### src/rtl/rx_hold_buf.sv
module rx_hold_buf #(
  parameter int DW        = 8,
  parameter int AW        = 2,
  parameter int DATA_ADDR = 0,
  parameter int STAT_ADDR = 1,
  parameter int FULL_BIT  = 0,
  parameter int OVR_BIT   = 1
) (
  input  logic          clk,
  input  logic          rst_n,
  input  logic          standby,
  input  logic          rx_en,
  input  logic          sync_mode,
  input  logic          frame_done,
  input  logic          frame_err,
  input  logic [DW-1:0] frame_byte,
  input  logic [AW-1:0] reg_addr,
  input  logic          reg_we,
  input  logic          reg_re,
  input  logic [DW-1:0] reg_wdata,
  output logic [DW-1:0] reg_rdata,
  output logic [DW-1:0] rx_data,
  output logic          rdr_full,
  output logic          overrun,
  output logic          rx_inhibit,
  output logic          tx_inhibit
);

  logic full_q, ovr_q, arm_full, arm_ovr;
  logic [DW-1:0] data_q;

  logic stat_sel, rd_stat, wr_stat, clr_full, clr_ovr, take, full_after;
  assign stat_sel   = (reg_addr == AW'(STAT_ADDR));
  assign rd_stat    = reg_re && stat_sel;
  assign wr_stat    = reg_we && stat_sel;
  assign clr_full   = wr_stat && !reg_wdata[FULL_BIT] && arm_full;
  assign clr_ovr    = wr_stat && !reg_wdata[OVR_BIT] && arm_ovr;
  assign take       = frame_done && rx_en && !frame_err && !ovr_q;
  assign full_after = full_q && !clr_full;

  always_ff @(posedge clk or negedge rst_n) begin
    if (!rst_n) begin
      full_q   <= 1'b0;
      ovr_q    <= 1'b0;
      arm_full <= 1'b0;
      arm_ovr  <= 1'b0;
      data_q   <= '0;
    end else if (standby) begin
      full_q   <= 1'b0;
      ovr_q    <= 1'b0;
      arm_full <= 1'b0;
      arm_ovr  <= 1'b0;
    end else begin
      if (clr_full)                arm_full <= 1'b0;
      else if (rd_stat && full_q)  arm_full <= 1'b1;
      if (clr_ovr)                 arm_ovr  <= 1'b0;
      else if (rd_stat && ovr_q)   arm_ovr  <= 1'b1;

      if (take && full_after)      ovr_q <= 1'b1;
      else if (clr_ovr)            ovr_q <= 1'b0;

      if (take && !full_after) begin
        full_q <= 1'b1;
        data_q <= frame_byte;
      end else if (clr_full) begin
        full_q <= 1'b0;
      end
    end
  end

  logic [DW-1:0] stat_word;
  always_comb begin
    stat_word           = '0;
    stat_word[FULL_BIT] = full_q;
    stat_word[OVR_BIT]  = ovr_q;
  end

  always_comb begin
    if (reg_addr == AW'(DATA_ADDR))      reg_rdata = data_q;
    else if (stat_sel)                   reg_rdata = stat_word;
    else                                 reg_rdata = '0;
  end

  assign rx_data    = data_q;
  assign rdr_full   = full_q;
  assign overrun    = ovr_q;
  assign rx_inhibit = ovr_q;
  assign tx_inhibit = ovr_q && sync_mode;

endmodule

### config.mk
export PLATFORM = sky130hd
export DESIGN_NAME = rx_hold_buf
export DESIGN_NICKNAME = d
export VERILOG_FILES = /design/src/rtl/rx_hold_buf.sv
export SDC_FILE = /design/constraint.sdc
export NUM_CORES = 1
export LEC_CHECK = 0
export CAP_MARGIN = 10
export CORE_MARGIN = 2
export CORE_UTILIZATION = 35
export CTS_CLUSTER_DIAMETER = 50
export DETAILED_ROUTE_END_ITERATION = 10
export PLACE_DENSITY = 0.87
export SYNTH_ARGS = -nofsm -noshare
export SYNTH_HDL_FRONTEND = slang
export SYNTH_SLANG_ARGS = --single-unit
export TNS_END_PERCENT = 10
### constraint.sdc
create_clock -name clk -period 5 [get_ports clk]
set_clock_uncertainty 0.1 [all_clocks]
set_input_delay 0.5 -clock clk [delete_from_list [all_inputs] [get_ports clk]]
set_output_delay 0.5 -clock clk [all_outputs]
set_load 0.01 [all_outputs]
[After elaboration in Yosys (flattened, before gate mapping)]
Index checks and enable logic that the tools add are counted.
Operators by class
  div/mod/pow operators: 0
  magnitude comparators: 0
  reduce and logical (&&, ||, !) cells: 27
  bitwise operators: 1
  add/sub/neg operators: 0
  multiply operators: 0
  shift-type cells: 0
  equality and inequality tests: 1
  mux-type cells: 14
Operator list (count)
  1-bit logical AND: 15
  1-bit 2-to-1 mux: 12
  3-bit nonzero test: 4
  8-bit 2-to-1 mux: 1
  1-bit zero test: 6
  2-bit by 1-bit equality test with 1-bit output (second input constant): 1
  2-bit zero test: 1
  2-bit 2-to-1 mux: 1
  2-bit AND reduction: 1
  1-bit NOT: 1
Storage, ports and cells
  bits in registers: 12
  RAM bits: 0
  memories: 0
  bits of input ports: 27
  bits in latches: 0
  memory bits (read-only): 0
  logic and storage cells: 48
  output and inout port bits: 20

[Depth between registers and ports, before layout]
  word-level depth: 10
  depth in mapped cells: 5
  mapped depth without buffers: 4

[Worst setup path after synthesis]
OpenSTA, ideal clock, no wires.
  path type: input -> register
  start: input standby
  end: register data_q[0] (netlist: rx_data[0])
  stages on the path: 4
  setup time: 125 ps
  required time: 4775 ps
  path buffers: 1
  arrival time: 1571 ps
  setup slack: 3203 ps
  cells stage by stage: or4_4 > nand2b_4 > buf_6 > mux2_4
On the way
  cells in the longest elaborated chain, start to end: 2
Ends and longest elaborated chain
  from (decl): RTL line 11  | input logic standby,
  1-bit NOT (no source line)
  2-bit AND reduction (no source line)
  to (signal assigned): RTL line 64  | data_q <= frame_byte;
  to (decl): RTL line 30  | logic [DW-1:0] data_q;
No other way between the ends.
A chain may end at the register's enable or synchronous reset.

[Worst setup path after layout]
  start: input reg_addr[0]
  end: output reg_rdata[2]
On the way
  cells in the longest elaborated chain, start to end: 2
Ends and longest elaborated chain
  from (decl): RTL line 17  | input logic [AW-1:0] reg_addr,
  2-bit zero test: RTL line 79  | if (reg_addr == AW'(DATA_ADDR)) reg_rdata = data_q;
  8-bit 2-to-1 mux: RTL line 79
  to (decl): RTL line 21  | output logic [DW-1:0] reg_rdata,
No other way between the ends.

==> flow_summary_export.csv <==
group,metric,value,unit
route,final_antenna_net_count,0,
route,wl_per_cell,12.4,µm
clock_tree,root_buffer,"clkbuf_4",
clock_tree,htree_levels,1,
worst_setup_path,path_cells,"clkdlybuf4s50_1, nor2_1, and2_1, clkdlybuf4s50_1",
global_routing,antenna_found_initial,0,
finish,area_growth,71.2,%
sta,hold_slack,433,ps
floorplan,die_w,46.4,µm
global_routing,grt_pass1_wl,2250,µm
floorplan,core_region_area,1710,µm²
floorplan,fp-row-count,15,
min_path,worstHoldPathType,"reg2reg",
run,cap_violations,0,
route,remaining_drc_errors,0,
clock_tree,clockBufferDepth,2,
finish,layout_common_cells,"clkdlybuf4s50_1 (40), dfrtp_1 (12), mux2_4 (8)",
global_routing,grt_max_degree,13,
synth,mappedNetlistArea,631,µm²
sta,drv_slew,0,
clock_tree,clock_latency,260,ps
placed_design,post-place-cells,114,
placed_design,io_buffers,40,
synth,yosys_warnings,0,
route,drt_wl_total,1470,µm
route,routed.top_layer,"met3",
finish,drive_above_1_share,17.2,%
sta,rsz0062_at_grt,"no",
clock_tree,ctsHoldBuffers,0,
worst_setup_path,startpoint_type,"input pin",
finish,layout_commonest_cell,"clkdlybuf4s50_1",
sta,fin_crit_sh,53.1,%
finish,num_antenna_cells,0,
worst_setup_path,crit_start,"reg_addr[0]",
route,vias_per_cell,4.54,
synth,syn_area_per_cell,12.4,µm²
route,met1_length,666,µm
route,drt_iter0_drc,6,
global_routing,grt_overflow_total,0,
synth,yosys.cell_types.count,20,
placed_design,globalplace.congestion,0.691,
finish,fin_nets,121,
worst_setup_path,cp.arrival,2050,ps
clock_tree,cts_tree,"yes",
synth,synthCells,51,
route,num_vias,536,
placed_design,place_area,1040,µm²
clock_tree,cts_resized,0,
route,drt-pass1-iter-count,4,
synth,syn-num-nets,78,
sta,finalSetupTns,0,ps
pwr,ir_worst_vdd,0.000160,V
floorplan,dieArea,2160,µm²
worst_setup_path,cp_slowest_cell,"clkdlybuf4s50_1",
sta,hold_viol,0,
finish,layout.cells.non_filler,118,
sta,fmax,377,MHz
sta,slew_headroom,65.6,%
worst_setup_path,rrSetupSlack,3220,ps
placed_design,dpl.hpwl,1170,µm
worst_setup_path,path_class,"in2out",
floorplan,initial_utilization,36.9,%
floorplan,die_y,46.4,µm
pwr,powerDensity,281,nW/µm²
route,routed-wl-met3,135,µm
worst_setup_path,cp_num_buf_inv,2,
floorplan,io_pins,47,
sta,setup_viol,0,
clock_tree,cts_sinks,12,
clock_tree,post-cts-setup-buffers,0,
min_path,holdCritStartpoint,"arm_full$_DFFE_PN0P_",
finish,final_cell_area,1080,µm²
route,route.met2.wl,667,µm
worst_setup_path,crit_top_cell,"clkdlybuf4s50_1",
run_status,status,"finished clean",
synth,ys_seq_area_share,47.6,%
pwr,totalPowerFinal,304,µW
pwr,leakagePower,0.000474,µW
worst_setup_path,slowest_delay,550,ps
clock_tree,clkTransAtPathRegs,80,ps
worst_setup_path,cp_top_family,"buffers and inverters",
worst_setup_path,cp.required,4400,ps
worst_setup_path,worstReg2RegStart,"overrun$_DFFE_PN0P_",
sta,tightest_slew,514,ps
sta,finalCriticalPeriod,2650,ps
synth,synth_seq_cells,12,
clock_tree,cts_buffers,3,
worst_setup_path,crit_fanout,6,
worst_setup_path,worst_setup_path_end_kind,"output port",
global_routing,grt_pass1_vias,524,
global_routing,grt_usage,14.9,%
==> stage by stage <==
step | setup WS, ps | utilization, %
after floorplan | 3200 | -
after detailed placement | 2320 | 61.1
after global routing | 2230 | 63.2
after CTS | 2320 | 63.2
final | 2350 | 63.2
after global placement | 2360 | 61.1
==> per-layer routing <==
metal	vias up	track usage, %
li1	259	-
met2	32	23.3
met1	245	20.0
met4	0	5.14
met5	-	0
met3	0	3.53
==> final timing paths <==
kind                                     endpoint  depth (start not counted)
max                                  reg_rdata[2]                          4
min                          arm_full$_DFFE_PN0P_                          2
max reg2reg                rx_data[2]$_DFFE_PN0P_                          3
min reg2reg                  arm_full$_DFFE_PN0P_                          2
max in group asynchronous  rx_data[7]$_DFFE_PN0P_                          1
min in group asynchronous  rx_data[6]$_DFFE_PN0P_                          1
==> cell type report <==
cell class	instances	area, µm²
fill	142	628
timing repair buffer	40	400
tap	25	31.3
multi-input combinational	35	304
sequential	12	300
inverter	2	7.51
clock buffer	4	36.3
==> flip-flops by register name, summed over array words and instances, names as in the netlist <==
signal and cells:
arm_full 1, overrun 1, rdr_full 1, arm_ovr 1, rx_data 8
==> cells by family after synthesis <==
group	Yosys count	synth area share [%]
mux	10	22.2
simple gates	18	18.5
buf+inv	4	4.17
flops	12	47.6
compound gates	7	7.54
==> synth_stat cells <==
cell type / count / area [µm²]
nand4bb_1: 1 / 11.3
mux2i_1: 2 / 20.0
nand2_1: 3 / 11.3
or4_4: 1 / 11.3
o2111ai_1: 1 / 8.76
mux2_4: 8 / 120
o21ai_2: 1 / 8.76
o21ai_0: 2 / 10.0
and2_1: 6 / 37.5
and2_2: 1 / 7.51
a41oi_1: 1 / 8.76
a21oi_1: 1 / 5.00
dfrtp_1: 12 / 300
buf_6: 1 / 11.3
buf_4: 1 / 7.51
nor2_1: 3 / 11.3
nand2b_4: 1 / 13.8
inv_1: 2 / 7.51
a31oi_1: 1 / 6.26
nor2b_1: 2 / 12.5
==> worst register-to-register path, cell delays in order, from the launching register on <==
cell and delay [ps]:
dfrtp_1 450, or4_4 570, nand2b_4 230, mux2_4 320
==> report_power, final <==
group / switching [µW] / total, µW / internal (µW)
combinational: 31.9 / 103 / 70.7
clock: 32.9 / 77.0 / 44.2
sequential: 12.2 / 124 / 112
No activity file was read; power rests on OpenSTA's default activity.
